### src/rtl/sar_bus_adc_pkg.sv
package sar_bus_adc_pkg;
  localparam int DATA_W = 8;
  localparam int ADDR_W = 5;
  localparam int NUM_CH = 8;
  localparam int SYNC_STAGES = 2;

  // Strobes from control to datapath
  typedef struct packed {
    logic sampleBus;  // capture dbIn into the holding register
    logic latchAddr;  // move held code into the channel-code latch
    logic startConv;  // begin a new successive approximation
    logic abortConv;  // drop any conversion in flight
  } ctl_strobes_t;
endpackage

### src/rtl/sar_bus_sync.sv
module sar_bus_sync #(
  parameter int WIDTH  = 3,
  parameter int STAGES = 2
) (
  input  logic             clk,
  input  logic             rstN,
  input  logic [WIDTH-1:0] asyncIn,
  output logic [WIDTH-1:0] syncOut
);
  localparam int CHAIN_W = WIDTH * STAGES;

  logic [CHAIN_W-1:0] chain;

  always_ff @(posedge clk or negedge rstN) begin
    if (!rstN) chain <= '0;
    else       chain <= {chain[CHAIN_W-WIDTH-1:0], asyncIn};
  end

  assign syncOut = chain[CHAIN_W-1 -: WIDTH];
endmodule

### src/rtl/sar_bus_mux_decode.sv
module sar_bus_mux_decode #(
  parameter int ADDR_W = 5,
  parameter int NUM_CH = 8
) (
  input  logic [ADDR_W-1:0] chanCode,
  output logic [NUM_CH-1:0] posSel,
  output logic [NUM_CH-1:0] negSel,
  output logic              negGnd,
  output logic              selValid
);
  localparam int CH_IDX_W = $clog2(NUM_CH);
  localparam logic [CH_IDX_W-1:0] LAST_CH = CH_IDX_W'(NUM_CH - 1);

  logic [CH_IDX_W-1:0] idxA, idxB, idxTmp;

  always_comb begin
    posSel   = '0;
    negSel   = '0;
    negGnd   = 1'b0;
    selValid = 1'b1;
    idxA     = {chanCode[CH_IDX_W-1:1], 1'b0};
    idxB     = {chanCode[CH_IDX_W-1:1], 1'b1};
    if (!chanCode[3]) begin
      // paired differential, bit 0 swaps the pair
      if (chanCode[0]) begin
        idxTmp = idxA;
        idxA   = idxB;
        idxB   = idxTmp;
      end else begin
        idxTmp = idxA;
      end
      posSel[idxA] = 1'b1;
      negSel[idxB] = 1'b1;
    end else begin
      idxTmp = chanCode[CH_IDX_W-1:0];
      if (!chanCode[4]) begin
        posSel[idxTmp] = 1'b1;
        negGnd         = 1'b1;
      end else if (idxTmp != LAST_CH) begin
        posSel[idxTmp]  = 1'b1;
        negSel[LAST_CH] = 1'b1;
      end else begin
        selValid = 1'b0;
      end
    end
  end
endmodule

### src/rtl/sar_bus_datapath.sv
module sar_bus_datapath
  import sar_bus_adc_pkg::*;
#(
  parameter int DW  = DATA_W,
  parameter int AW  = ADDR_W,
  parameter int NCH = NUM_CH
) (
  input  logic           clk,
  input  logic           rstN,
  input  ctl_strobes_t   ctl,
  input  logic [AW-1:0]  dbIn,
  input  logic           cmpIn,
  output logic [NCH-1:0] posSel,
  output logic [NCH-1:0] negSel,
  output logic           negGnd,
  output logic [DW-1:0]  trialCode,
  output logic [DW-1:0]  outLatch,
  output logic           convDone
);
  localparam logic [DW-1:0] MSB_MASK = {1'b1, {(DW-1){1'b0}}};

  logic [AW-1:0] addrHold, addrLatch;
  logic [DW-1:0] bitMask, sarAcc;
  logic          busy, selValid, cmpEff;

  sar_bus_mux_decode #(.ADDR_W(AW), .NUM_CH(NCH)) uDecode (
    .chanCode (addrLatch),
    .posSel   (posSel),
    .negSel   (negSel),
    .negGnd   (negGnd),
    .selValid (selValid)
  );

  assign cmpEff    = cmpIn & selValid;
  assign trialCode = sarAcc | bitMask;

  always_ff @(posedge clk or negedge rstN) begin
    if (!rstN) begin
      addrHold  <= '0;
      addrLatch <= '0;
      bitMask   <= '0;
      sarAcc    <= '0;
      busy      <= 1'b0;
      outLatch  <= '0;
      convDone  <= 1'b0;
    end else begin
      convDone <= 1'b0;
      if (ctl.sampleBus) addrHold <= dbIn;
      if (ctl.latchAddr) addrLatch <= addrHold;
      if (ctl.abortConv) begin
        busy    <= 1'b0;
        bitMask <= '0;
      end else if (ctl.startConv) begin
        busy    <= 1'b1;
        bitMask <= MSB_MASK;
        sarAcc  <= '0;
      end else if (busy) begin
        if (cmpEff) sarAcc <= sarAcc | bitMask;
        bitMask <= bitMask >> 1;
        if (bitMask[0]) begin
          busy     <= 1'b0;
          convDone <= 1'b1;
          outLatch <= cmpEff ? (sarAcc | bitMask) : sarAcc;
        end
      end
    end
  end

  AST_TRIAL_MSB_FIRST: assert property (@(posedge clk) disable iff (!rstN)
    ctl.startConv && !ctl.abortConv |=> trialCode == MSB_MASK);
  AST_DONE_AFTER_BUSY: assert property (@(posedge clk) disable iff (!rstN)
    convDone |-> $past(busy));
  AST_NULL_CODE_ZERO: assert property (@(posedge clk) disable iff (!rstN)
    convDone && !selValid |-> outLatch == '0);
  AST_SEL_ONEHOT: assert property (@(posedge clk) disable iff (!rstN)
    $onehot0(posSel) && $onehot0(negSel));
  AST_CODE_KEPT: assert property (@(posedge clk) disable iff (!rstN)
    !ctl.latchAddr |=> $stable(addrLatch));
endmodule

### src/rtl/sar_bus_ctrl.sv
module sar_bus_ctrl
  import sar_bus_adc_pkg::*;
(
  input  logic         clk,
  input  logic         rstN,
  input  logic         csA,
  input  logic         wrA,
  input  logic         rdA,
  input  logic         convDone,
  output ctl_strobes_t ctl,
  output logic         intrN
);
  logic wrPrev, rdPrev, wrCycle, rdCycle, rdHeld, wrInRead;
  logic wrAssert, wrRelease, rdAssert, rdRelease;

  always_comb begin
    wrAssert      = wrA & ~wrPrev & csA;
    wrRelease     = wrCycle & ~wrA;
    rdAssert      = rdA & ~rdPrev & csA;
    rdRelease     = rdCycle & ~rdA;
    ctl.sampleBus = wrCycle & wrA;
    ctl.abortConv = wrAssert;
    ctl.latchAddr = wrRelease & ~rdHeld;
    ctl.startConv = wrRelease | (rdRelease & ~wrInRead);
  end

  always_ff @(posedge clk or negedge rstN) begin
    if (!rstN) begin
      wrPrev   <= 1'b0;
      rdPrev   <= 1'b0;
      wrCycle  <= 1'b0;
      rdCycle  <= 1'b0;
      rdHeld   <= 1'b0;
      wrInRead <= 1'b0;
      intrN    <= 1'b1;
    end else begin
      wrPrev <= wrA;
      rdPrev <= rdA;

      if (wrAssert) begin
        wrCycle <= 1'b1;
        rdHeld  <= rdA;
      end else if (wrRelease) begin
        wrCycle <= 1'b0;
      end else if (wrCycle && !rdA) begin
        rdHeld <= 1'b0;
      end

      if (rdAssert) begin
        rdCycle  <= 1'b1;
        wrInRead <= wrCycle;
      end else if (rdRelease) begin
        rdCycle  <= 1'b0;
        wrInRead <= 1'b0;
      end else if (rdCycle && wrCycle) begin
        wrInRead <= 1'b1;
      end

      if (convDone) intrN <= 1'b0;
      else if (wrAssert || rdAssert) intrN <= 1'b1;
    end
  end

  AST_INTR_FALL_NEEDS_DONE: assert property (@(posedge clk) disable iff (!rstN)
    $fell(intrN) |-> $past(convDone));
  AST_INTR_RISE_NEEDS_CS: assert property (@(posedge clk) disable iff (!rstN)
    $rose(intrN) |-> $past(csA));
  AST_ONE_STROBE_KIND: assert property (@(posedge clk) disable iff (!rstN)
    !(ctl.startConv && ctl.abortConv));
endmodule

### src/rtl/sar_bus_adc_ctrl.sv
module sar_bus_adc_ctrl
  import sar_bus_adc_pkg::*;
#(
  parameter int DW  = DATA_W,
  parameter int AW  = ADDR_W,
  parameter int NCH = NUM_CH,
  parameter int SYNC_N = SYNC_STAGES
) (
  input  logic           clk,
  input  logic           rstN,
  input  logic           csN,
  input  logic           wrN,
  input  logic           rdN,
  input  logic [AW-1:0]  dbIn,
  output logic [DW-1:0]  dbOut,
  output logic           dbOe,
  input  logic           cmpIn,
  output logic [NCH-1:0] posSel,
  output logic [NCH-1:0] negSel,
  output logic           negGnd,
  output logic [DW-1:0]  trialCode,
  output logic           intrN
);
  logic [2:0]   strobeSync;
  ctl_strobes_t ctl;
  logic         convDone;

  sar_bus_sync #(.WIDTH(3), .STAGES(SYNC_N)) uSync (
    .clk     (clk),
    .rstN    (rstN),
    .asyncIn ({~csN, ~wrN, ~rdN}),
    .syncOut (strobeSync)
  );

  sar_bus_ctrl uCtrl (
    .clk      (clk),
    .rstN     (rstN),
    .csA      (strobeSync[2]),
    .wrA      (strobeSync[1]),
    .rdA      (strobeSync[0]),
    .convDone (convDone),
    .ctl      (ctl),
    .intrN    (intrN)
  );

  sar_bus_datapath #(.DW(DW), .AW(AW), .NCH(NCH)) uPath (
    .clk       (clk),
    .rstN      (rstN),
    .ctl       (ctl),
    .dbIn      (dbIn),
    .cmpIn     (cmpIn),
    .posSel    (posSel),
    .negSel    (negSel),
    .negGnd    (negGnd),
    .trialCode (trialCode),
    .outLatch  (dbOut),
    .convDone  (convDone)
  );

  // asynchronous read path toward the pad
  assign dbOe = ~csN & ~rdN;
endmodule

### config.mk
export PLATFORM = sky130hd
export DESIGN_NAME = sar_bus_adc_ctrl
export DESIGN_NICKNAME = d
export VERILOG_FILES = /design/src/rtl/sar_bus_adc_pkg.sv /design/src/rtl/sar_bus_sync.sv /design/src/rtl/sar_bus_mux_decode.sv /design/src/rtl/sar_bus_datapath.sv /design/src/rtl/sar_bus_ctrl.sv /design/src/rtl/sar_bus_adc_ctrl.sv
export SDC_FILE = /design/constraint.sdc
export NUM_CORES = 1
export LEC_CHECK = 0
export ABC_AREA = 1
export ABC_CLOCK_PERIOD_IN_PS = 1290
export BUFFER_PORTS_ARGS = -buffer_cell sky130_fd_sc_hd__buf_2
export CAP_MARGIN = 20
export CORE_MARGIN = 4
export CORE_UTILIZATION = 48
export DETAILED_ROUTE_END_ITERATION = 16
export PLACE_DENSITY = 0.75
export SYNTH_ARGS = -nofsm -noshare
export SYNTH_HDL_FRONTEND = slang
export SYNTH_SLANG_ARGS = --single-unit
### constraint.sdc
create_clock -name clk -period 1.29 [get_ports clk]
set_clock_uncertainty 0.05 [all_clocks]
set_input_delay 0.1935 -clock clk [delete_from_list [all_inputs] [get_ports clk]]
set_output_delay 0.1935 -clock clk [all_outputs]
set_load 0.02 [all_outputs]
==> flow_metrics.env, run 1 <==
export IMPL_htreeDepth=2
export IMPL_violations="setup timing"
export IMPL_rows=23
export IMPL_grtUsageTotal=0.186
export IMPL_first_global_vias=1681
export IMPL_post_drt_wl_per_cell_um=13.7
export IMPL_period_share=1.23
export IMPL_drt_iter0_markers=124
export IMPL_peakVddDrop_uv=860
export IMPL_rsz0062_at_grt="yes"
export IMPL_worstPathRequired_ns=1.05
export IMPL_critPathArrivalTime_ns=1.35
export IMPL_start_kind="flop"
export IMPL_grt_max_degree=22
export IMPL_worst_setup_path_end_kind="primary output"
export IMPL_ys_ff_latch=49
export IMPL_clockBufferDepth=2
export IMPL_gp_congestion=0.828
export IMPL_grt_first_pass_wirelength_mm=7.71
export IMPL_antenna_found_initial=0
export IMPL_reg2reg_slack_ns=0.04
export IMPL_cts_root_buf="clkbuf_8"
export IMPL_placed_cells=336
export IMPL_tns_ns=-3.82
export IMPL_clk_latency_ns=0.30
export IMPL_slew_violations=0
export IMPL_ios=46
export IMPL_antenna_left=0
export IMPL_finalHoldViolCount=0
export IMPL_whs_ns=0.0736
export IMPL_status="finished with violations"
export IMPL_fin_crit_ns=1.59
export IMPL_dieArea_um2=5510
export IMPL_syn2layout_area_growth_pct=46.2
export IMPL_drive_gt1_frac=0.468
export IMPL_vias=1839
export IMPL_cap_violations=0
export IMPL_p_leak_nw=1.55
export IMPL_grt_overflow=0
export IMPL_setup_viol_count_final=17
export IMPL_max_slew_margin=0.730
export IMPL_synth_avg_cell_area_um2=9.07
export IMPL_nets=326
export IMPL_clk_pin_slew_ns=0.08
export IMPL_crit_type="reg -> out"
export IMPL_drc=0
export IMPL_wl_mm=5.02
export IMPL_instances_no_fill=366
export IMPL_syn_num_nets=243
export IMPL_diodes=0
export IMPL_hp_class="in -> reg"
export IMPL_placed_area_um2=2540
export IMPL_fin_area_um2=3080
export IMPL_cellPowerDensity_nw_per_um2=1770
export IMPL_yosysSeqAreaShare=0.583
export IMPL_fmax_ghz=0.628
export IMPL_post_synth_num_cell_types=25
export IMPL_numCtsBuffers=5
export IMPL_crit_fanout=9
export IMPL_final_common_cell="nand2_1"
export IMPL_yosys_warnings=0
export IMPL_dpl_hpwl_mm=3.15
export IMPL_syn_area_um2=2100
export IMPL_die_w_um=74.2
export IMPL_setup_ws_ns=-0.302
export IMPL_syn_inst=232
export IMPL_worstMarginPinSlew_ns=0.405
export IMPL_start_util=0.511
export IMPL_portBuffers=45
export IMPL_mostFrequentLayoutCells="47 x nand2_1, 45 x dfrtp_1, 41 x buf_4"
export IMPL_viasPerCell=5.02
export IMPL_drtPass1Iterations=4
export IMPL_tritoncts="built"
export IMPL_clkSinkCount=49
export IMPL_core_area_um2=4120
export IMPL_die_h_um=74.2
[where the power goes]
| part | internal, mW | switching (mW) | leakage [nW] |
|---|---|---|---|
| combinational | 1.07 | 1.47 | 0.925 |
| clock | 0.376 | 0.484 | 0.0450 |
| sequential | 1.85 | 0.209 | 0.585 |
[cell usage after synthesis]
master	count	area [µm²]
nand3_2	2	20.0
dfrtp_1	48	1200
dfstp_2	1	26.3
nand4_1	1	6.26
nand3_1	27	135
mux2_2	4	45.0
nor2_1	12	45.0
nor2_8	1	20.0
nand2_1	62	233
a22oi_1	1	7.51
nand2_2	1	6.26
inv_1	32	120
buf_4	3	22.5
o21ai_0	11	55.1
nor3_1	6	30.0
inv_4	1	6.26
inv_2	1	3.75
o21bai_1	1	7.51
nor4_1	6	37.5
o21bai_2	1	11.3
nor2_4	1	11.3
a21oi_1	5	25.0
buf_6	1	11.3
buf_2	2	10.0
o21a_1	1	7.51
[kinds of logic (layout without fill, tap and decap cells)]
| kind of cell | after synthesis | count (layout) | synth area share |
|---|---|---|---|
| and+or+nand+nor | 119 | 119 | 0.259 |
| DFF | 49 | 49 | 0.583 |
| muxes | 4 | 4 | 0.0214 |
| buffers and inverters | 40 | 124 | 0.0826 |
| AOI/OAI and AO/OA | 20 | 20 | 0.0541 |
[state kept, by name, indices dropped and copies added (netlist names)]
register,cells
uCtrl.intrN,1
uCtrl.rdCycle,1
uCtrl.rdHeld,1
uCtrl.rdPrev,1
uCtrl.wrCycle,1
uCtrl.wrInRead,1
uCtrl.wrPrev,1
uPath.addrHold,5
uPath.addrLatch,5
uPath.bitMask,8
uPath.busy,1
uPath.convDone,1
uPath.outLatch,8
uPath.sarAcc,8
uSync.chain,6
[critical path: stages, from the launching register on]
cell and delay [ns]:
dfrtp_1 0.39, buf_6 0.15, nor4_2 0.29, buf_2 0.22
[final timing paths]
| kind | to | startpoint | depth (start not counted) |
|---|---|---|---|
| min in group asynchronous | uPath.addrHold[1] | rstN | 2 |
| worst min-delay path | uPath.addrHold[0] | dbIn[0] | 2 |
| max in group asynchronous | uSync.chain[4] | rstN | 3 |
| worst max-delay path | negSel[2] | uPath.addrLatch[2] | 3 |
| worst max register to register | uPath.sarAcc[0] | uPath.addrLatch[2] | 7 |
| worst min register to register | uSync.chain[5] | uSync.chain[2] | 0 |
[routing by layer]
metal,GRT usage,wire length (µm),up-vias
li1,-,-,911
met1,0.264,2150,870
met2,0.279,2490,53
met3,0.0405,321,5
met4,0.0771,63,0
met5,0,0,-
[timing repair]
item	4_1_cts	5_1_grt
endpoints found under the setup margin	36	53
endpoints found under the hold margin	16	0
hold buffers	4	0
resized for setup	27	63
pin swaps	10	8
buffers inserted	8	10
[cell type report]
type	count	area, µm²
clock buffer	6	72.6
clock inverter	2	10.0
fill	262	1040
inverter	34	130
multi-input combinational	143	908
sequential	49	1230
tap	50	62.6
timing repair buffer	82	662
[per-stage QoR]
stage / utilization / worst slack, ns / total power, mW
2_1_floorplan: - / -0.0840 / 3.28
4_1_cts: 0.679 / -0.273 / 5.04
3_3_place_gp: 0.616 / -0.0153 / 3.91
3_5_place_dp: 0.616 / -0.0386 / 3.96
5_1_grt: 0.748 / -0.371 / 5.80
6_report: 0.748 / -0.302 / 5.46
No activity file was read; power rests on OpenSTA's default activity.
==> run 2, diff against run 1 <==
--- a/config.mk
+++ b/config.mk
@@ -9,6 +9,7 @@
 export ABC_CLOCK_PERIOD_IN_PS = 1290
 export BUFFER_PORTS_ARGS = -buffer_cell sky130_fd_sc_hd__buf_2
 export CAP_MARGIN = 20
+export CORE_ASPECT_RATIO = 1.1
 export CORE_MARGIN = 4
 export CORE_UTILIZATION = 48
 export DETAILED_ROUTE_END_ITERATION = 16
==> flow_metrics.env, run 2 (same netlist as run 1, synthesis figures left out) <==
export IMPL_status="finished with violations"
export IMPL_violations="setup timing"
export IMPL_nets=323
export IMPL_max_slew_margin=0.804
export IMPL_die_h_um=77.4
export IMPL_ios=46
export IMPL_clkSinkCount=49
export IMPL_start_kind="flop"
export IMPL_placed_area_um2=2540
export IMPL_crit_slowest_cell="dfrtp_2"
export IMPL_fillers=301
export IMPL_worstMarginPinSlew_ns=0.291
export IMPL_placed_cells=342
export IMPL_htreeDepth=2
export IMPL_critPathArrivalTime_ns=1.40
export IMPL_fmax_ghz=0.607
export IMPL_rows=25
export IMPL_start_util=0.495
export IMPL_mostFrequentLayoutCells="48 x nand2_1, 44 x dfrtp_1, 32 x buf_4"
export IMPL_top_regs="uPath.bitMask: 8 flops, uPath.outLatch: 8 flops, uPath.sarAcc: 8 flops"
export IMPL_crit_fanout=5
export IMPL_drt_iter0_markers=129
export IMPL_cellPowerDensity_nw_per_um2=1890
export IMPL_p_leak_nw=1.55
export IMPL_clk_latency_ns=0.30
export IMPL_syn2layout_area_growth_pct=46.7
export IMPL_first_global_vias=1751
export IMPL_numCtsBuffers=5
export IMPL_peakVddDrop_uv=1020
export IMPL_worstPathRequired_ns=1.05
export IMPL_crit_type="reg -> out"
export IMPL_diodes=0
export IMPL_slowest_delay_ns=0.46
export IMPL_wl_mm=5.01
export IMPL_tns_ns=-3.92
export IMPL_viasPerCell=5.11
export IMPL_worst_path_buf_inv=2
export IMPL_crit_chain="buf_6 -> nor3_1 -> buf_4"
export IMPL_grt_overflow=0
export IMPL_fin_util=0.726
export IMPL_setup_viol_count_final=17
export IMPL_die_w_um=71.1
export IMPL_slew_violations=0
export IMPL_period_share=1.28
export IMPL_drive_gt1_frac=0.447
export IMPL_dpl_hpwl_mm=3.10
export IMPL_grtUsageTotal=0.187
export IMPL_antenna_found_initial=0
export IMPL_instances_no_fill=367
export IMPL_gp_congestion=0.798
export IMPL_vias=1877
export IMPL_hp_class="in -> reg"
export IMPL_portBuffers=45
export IMPL_fin_area_um2=3090
export IMPL_grt_first_pass_wirelength_mm=8.26
export IMPL_cpLargestDelayFamily="flip-flops"
export IMPL_worst_setup_path_end_kind="primary output"
export IMPL_cap_violations=0
export IMPL_grt_max_degree=50
export IMPL_final_common_cell="nand2_1"
export IMPL_cts_root_buf="clkbuf_8"
export IMPL_total_power_mw=5.82
export IMPL_setup_ws_ns=-0.357
export IMPL_clk_pin_slew_ns=0.09
export IMPL_dieArea_um2=5510
export IMPL_post_drt_wl_per_cell_um=13.7
export IMPL_drtPass1Iterations=4
export IMPL_fin_crit_ns=1.65
export IMPL_clockBufferDepth=2
export IMPL_core_area_um2=4250
export IMPL_finalHoldViolCount=0
export IMPL_antenna_left=0
export IMPL_tritoncts="built"
export IMPL_drc=0
export IMPL_rsz0062_at_grt="yes"
## run 2: cell types whose count changed in the layout (fill, tap and decap cells not counted), sizes merged
cell	change
clkinv	-1
clkbuf	-1
buf	-4
nor2	+1
bufinv	+2
## run 2: where the power goes
group / switching [mW] / internal (mW)
Combinational: 1.43 / 1.01
Sequential: 0.240 / 1.86
Clock: 0.510 / 0.770
Total: 2.18 / 3.64
## run 2: per-layer routing
| metal | vias to the layer above | routed length [µm] | GRT usage | share of wire |
|---|---|---|---|---|
| li1 | 913 | - | - | - |
| met1 | 876 | 2060 | 0.258 | 0.41 |
| met2 | 80 | 2460 | 0.291 | 0.49 |
| met3 | 8 | 388 | 0.0453 | 0.077 |
| met4 | 0 | 102 | 0.0602 | 0.020 |
| met5 | - | 0 | 0 | 0 |
## run 2: metrics by stage
| stage | hold WS, ns | setup WS, ns |
|---|---|---|
| floorplan | -0.152 | -0.0840 |
| global placement | 0.144 | 0.0276 |
| detailed placement | 0.151 | -0.0119 |
| CTS | 0.0654 | -0.283 |
| global route | 0.0605 | -0.419 |
| finish | 0.0683 | -0.357 |
## run 2: final cells by class
| class | count | area (µm²) | area share |
|---|---|---|---|
| clock buffer | 5 | 68.8 | 0.0223 |
| clock inverter | 3 | 65.1 | 0.0211 |
| inverter | 34 | 130 | 0.0421 |
| multi-input combinational | 144 | 916 | 0.297 |
| sequential | 49 | 1230 | 0.399 |
| tap | 54 | 67.6 | 0.0219 |
| timing repair buffer | 78 | 608 | 0.197 |
## run 2: worst reg2reg max path, delay by kind of cell (launching register included)
family	cells	cell delay, ns
DFF	1	0.43
AOI/OAI and AO/OA	1	0.13
buffers and inverters	2	0.28
and+or+nand+nor	4	0.31
## run 2: worst paths after layout
kind	end	slack (ns)	cells after the start	startpoint
worst max-delay path	posSel[0]	-0.36	3	uPath.addrLatch[0]
worst min-delay path	uPath.addrHold[1]	0.07	2	dbIn[1]
worst max register to register	uPath.outLatch[2]	0	7	uPath.addrLatch[1]
worst min register to register	uSync.chain[4]	0.30	0	uSync.chain[1]
max in group asynchronous	uCtrl.intrN	0.56	3	rstN
min in group asynchronous	uPath.sarAcc[7]	0.34	3	rstN
## run 2: repair_timing
action	CTS	global route
hold buffers	4	0
setup buffers	5	7
gates cloned	1	0
endpoints found under the setup margin	34	53
hold endpoints to repair	51	0
pin swaps	8	4
resized for setup	28	56
==> run 3, diff against run 2 <==
--- a/config.mk
+++ b/config.mk
@@ -13,7 +13,7 @@
 export CORE_MARGIN = 4
 export CORE_UTILIZATION = 48
 export DETAILED_ROUTE_END_ITERATION = 16
-export PLACE_DENSITY = 0.75
+export PLACE_DENSITY_LB_ADDON = 0.15
 export SYNTH_ARGS = -nofsm -noshare
 export SYNTH_HDL_FRONTEND = slang
 export SYNTH_SLANG_ARGS = --single-unit
==> flow_metrics.env, run 3 (same netlist as run 1, synthesis figures left out) <==
export IMPL_status="finished with violations"
export IMPL_violations="setup timing"
export IMPL_nets=330
export IMPL_worst_setup_path_end_kind="primary output"
export IMPL_antenna_left=0
export IMPL_die_h_um=77.4
export IMPL_rr_endpoint="uPath.sarAcc[1]"
export IMPL_max_slew_margin=0.815
export IMPL_reg2reg_slack_ns=-0.09
export IMPL_instances_no_fill=373
export IMPL_slowest_delay_ns=0.45
export IMPL_p_leak_nw=1.63
export IMPL_grt_max_degree=50
export IMPL_grt_overflow=0
export IMPL_core_area_um2=4250
export IMPL_fmax_ghz=0.636
export IMPL_clkSinkCount=49
export IMPL_worstMarginPinSlew_ns=0.277
export IMPL_crit_fanout=5
export IMPL_post_place_ws_ns=-0.0275
export IMPL_r2r_start="uCtrl.wrInRead"
export IMPL_start_kind="flop"
export IMPL_setup_viol_count_final=33
export IMPL_wl_met1_mm=2.11
export IMPL_period_share=1.22
export IMPL_critPathArrivalTime_ns=1.33
export IMPL_die_w_um=71.1
export IMPL_viasPerCell=5.10
export IMPL_finalHoldViolCount=0
export IMPL_grtUsageTotal=0.188
export IMPL_placed_area_um2=2570
export IMPL_fin_area_um2=3250
export IMPL_routed_top_layer="met4"
export IMPL_portBuffers=45
export IMPL_hold_path_startpoint="dbIn[3]"
export IMPL_crit_chain="buf_6 -> nor4_2 -> buf_4"
export IMPL_wl_met2_mm=2.88
export IMPL_top_regs="uPath.bitMask: 8 flops, uPath.outLatch: 8 flops, uPath.sarAcc: 8 flops"
export IMPL_tns_ns=-4.25
export IMPL_wl_met3_um=249
export IMPL_numCtsBuffers=5
export IMPL_final_common_cell="dfrtp_1"
export IMPL_first_global_vias=1737
export IMPL_critPathLaunch="uPath.addrLatch[0]"
export IMPL_mostFrequentLayoutCells="45 x dfrtp_1, 41 x nand2_1, 29 x buf_4"
export IMPL_crit_type="reg -> out"
export IMPL_vias=1903
export IMPL_drtPass1Iterations=4
export IMPL_diodes=0
export IMPL_drive_gt1_frac=0.539
export IMPL_dpl_hpwl_mm=3.08
export IMPL_hp_class="in -> reg"
export IMPL_cpLargestDelayFamily="flip-flops"
export IMPL_rows=25
export IMPL_syn2layout_area_growth_pct=54.3
export IMPL_slew_violations=0
export IMPL_total_power_mw=5.70
export IMPL_clockBufferDepth=2
export IMPL_drc=0
export IMPL_htreeDepth=2
export IMPL_whs_path_depth=2
export IMPL_tritoncts="built"
export IMPL_cellPowerDensity_nw_per_um2=1750
export IMPL_gp_congestion=0.803
export IMPL_wl_mm=5.41
export IMPL_grt_first_pass_wirelength_mm=8.05
export IMPL_setup_ws_ns=-0.283
export IMPL_worst_r2r_cell_count=8
export IMPL_start_util=0.495
export IMPL_clk_pin_slew_ns=0.08
export IMPL_cp_depth=3
export IMPL_peakVddDrop_uv=1080
export IMPL_clk_latency_ns=0.29
export IMPL_fin_crit_ns=1.57
export IMPL_rsz0062_at_grt="yes"
export IMPL_endpoint="negSel[3]"
export IMPL_worstPathRequired_ns=1.05
export IMPL_worst_path_buf_inv=2
export IMPL_ios=46
export IMPL_antenna_found_initial=0
export IMPL_crit_slowest_cell="dfrtp_2"
export IMPL_dieArea_um2=5510
export IMPL_cap_violations=0
export IMPL_cts_root_buf="clkbuf_8"
export IMPL_post_drt_wl_per_cell_um=14.5
export IMPL_placed_cells=345
export IMPL_drt_iter0_markers=61
## run 3: how the worst min path moves through the flow
stage	to	slack, ns
floorplan	uCtrl.rdCycle	-0.15
global placement	uCtrl.wrInRead	0.15
detailed placement	uPath.addrLatch[4]	0.15
CTS	uPath.addrHold[3]	0.07
global route	uPath.addrHold[3]	0.06
finish	uPath.addrHold[3]	0.08
## run 3: worst reg2reg max path: cells and delay by family (launching register included)
kind / cells / cell delay [ns]
buf+inv: 3 / 0.36
flops: 1 / 0.37
simple gates: 5 / 0.53
## run 3: area by class of cell
class                   instances  area [µm²]
well taps                      54        67.6
flip-flops and latches         49        1230
repair buffers                 85         699
clock buffers                   7        86.3
multi-input cells             144        1030
inverters                      34         133
fillers                       303        1010
## run 3: layer usage
metal / global-route usage / vias to the layer above
met2: 0.327 / 54
met5: 0 / -
met4: 0.0620 / 0
met1: 0.228 / 916
met3: 0.0427 / 14
li1: - / 919
## run 3: per-stage QoR
stage	hold slack (ns)	utilization
after floorplan	-0.152	-
after global placement	0.152	0.603
after detailed placement	0.149	0.603
after CTS	0.0679	0.664
after global routing	0.0647	0.763
final	0.0805	0.763
## run 3: timing repair
item / CTS / global route
hold buffers: 4 / 0
endpoints found under the setup margin: 36 / 49
setup buffers: 5 / 9
pin swaps: 2 / 21
cloned: 2 / 1
hold endpoints to repair: 51 / 0
resized for setup: 23 / 109
## run 3: power breakdown
| group | switching [mW] | total (mW) | leakage (nW) | internal (mW) |
|---|---|---|---|---|
| registers | 0.229 | 2.08 | 0.584 | 1.85 |
| logic | 1.58 | 2.73 | 0.998 | 1.16 |
| clock network | 0.456 | 0.881 | 0.0443 | 0.426 |
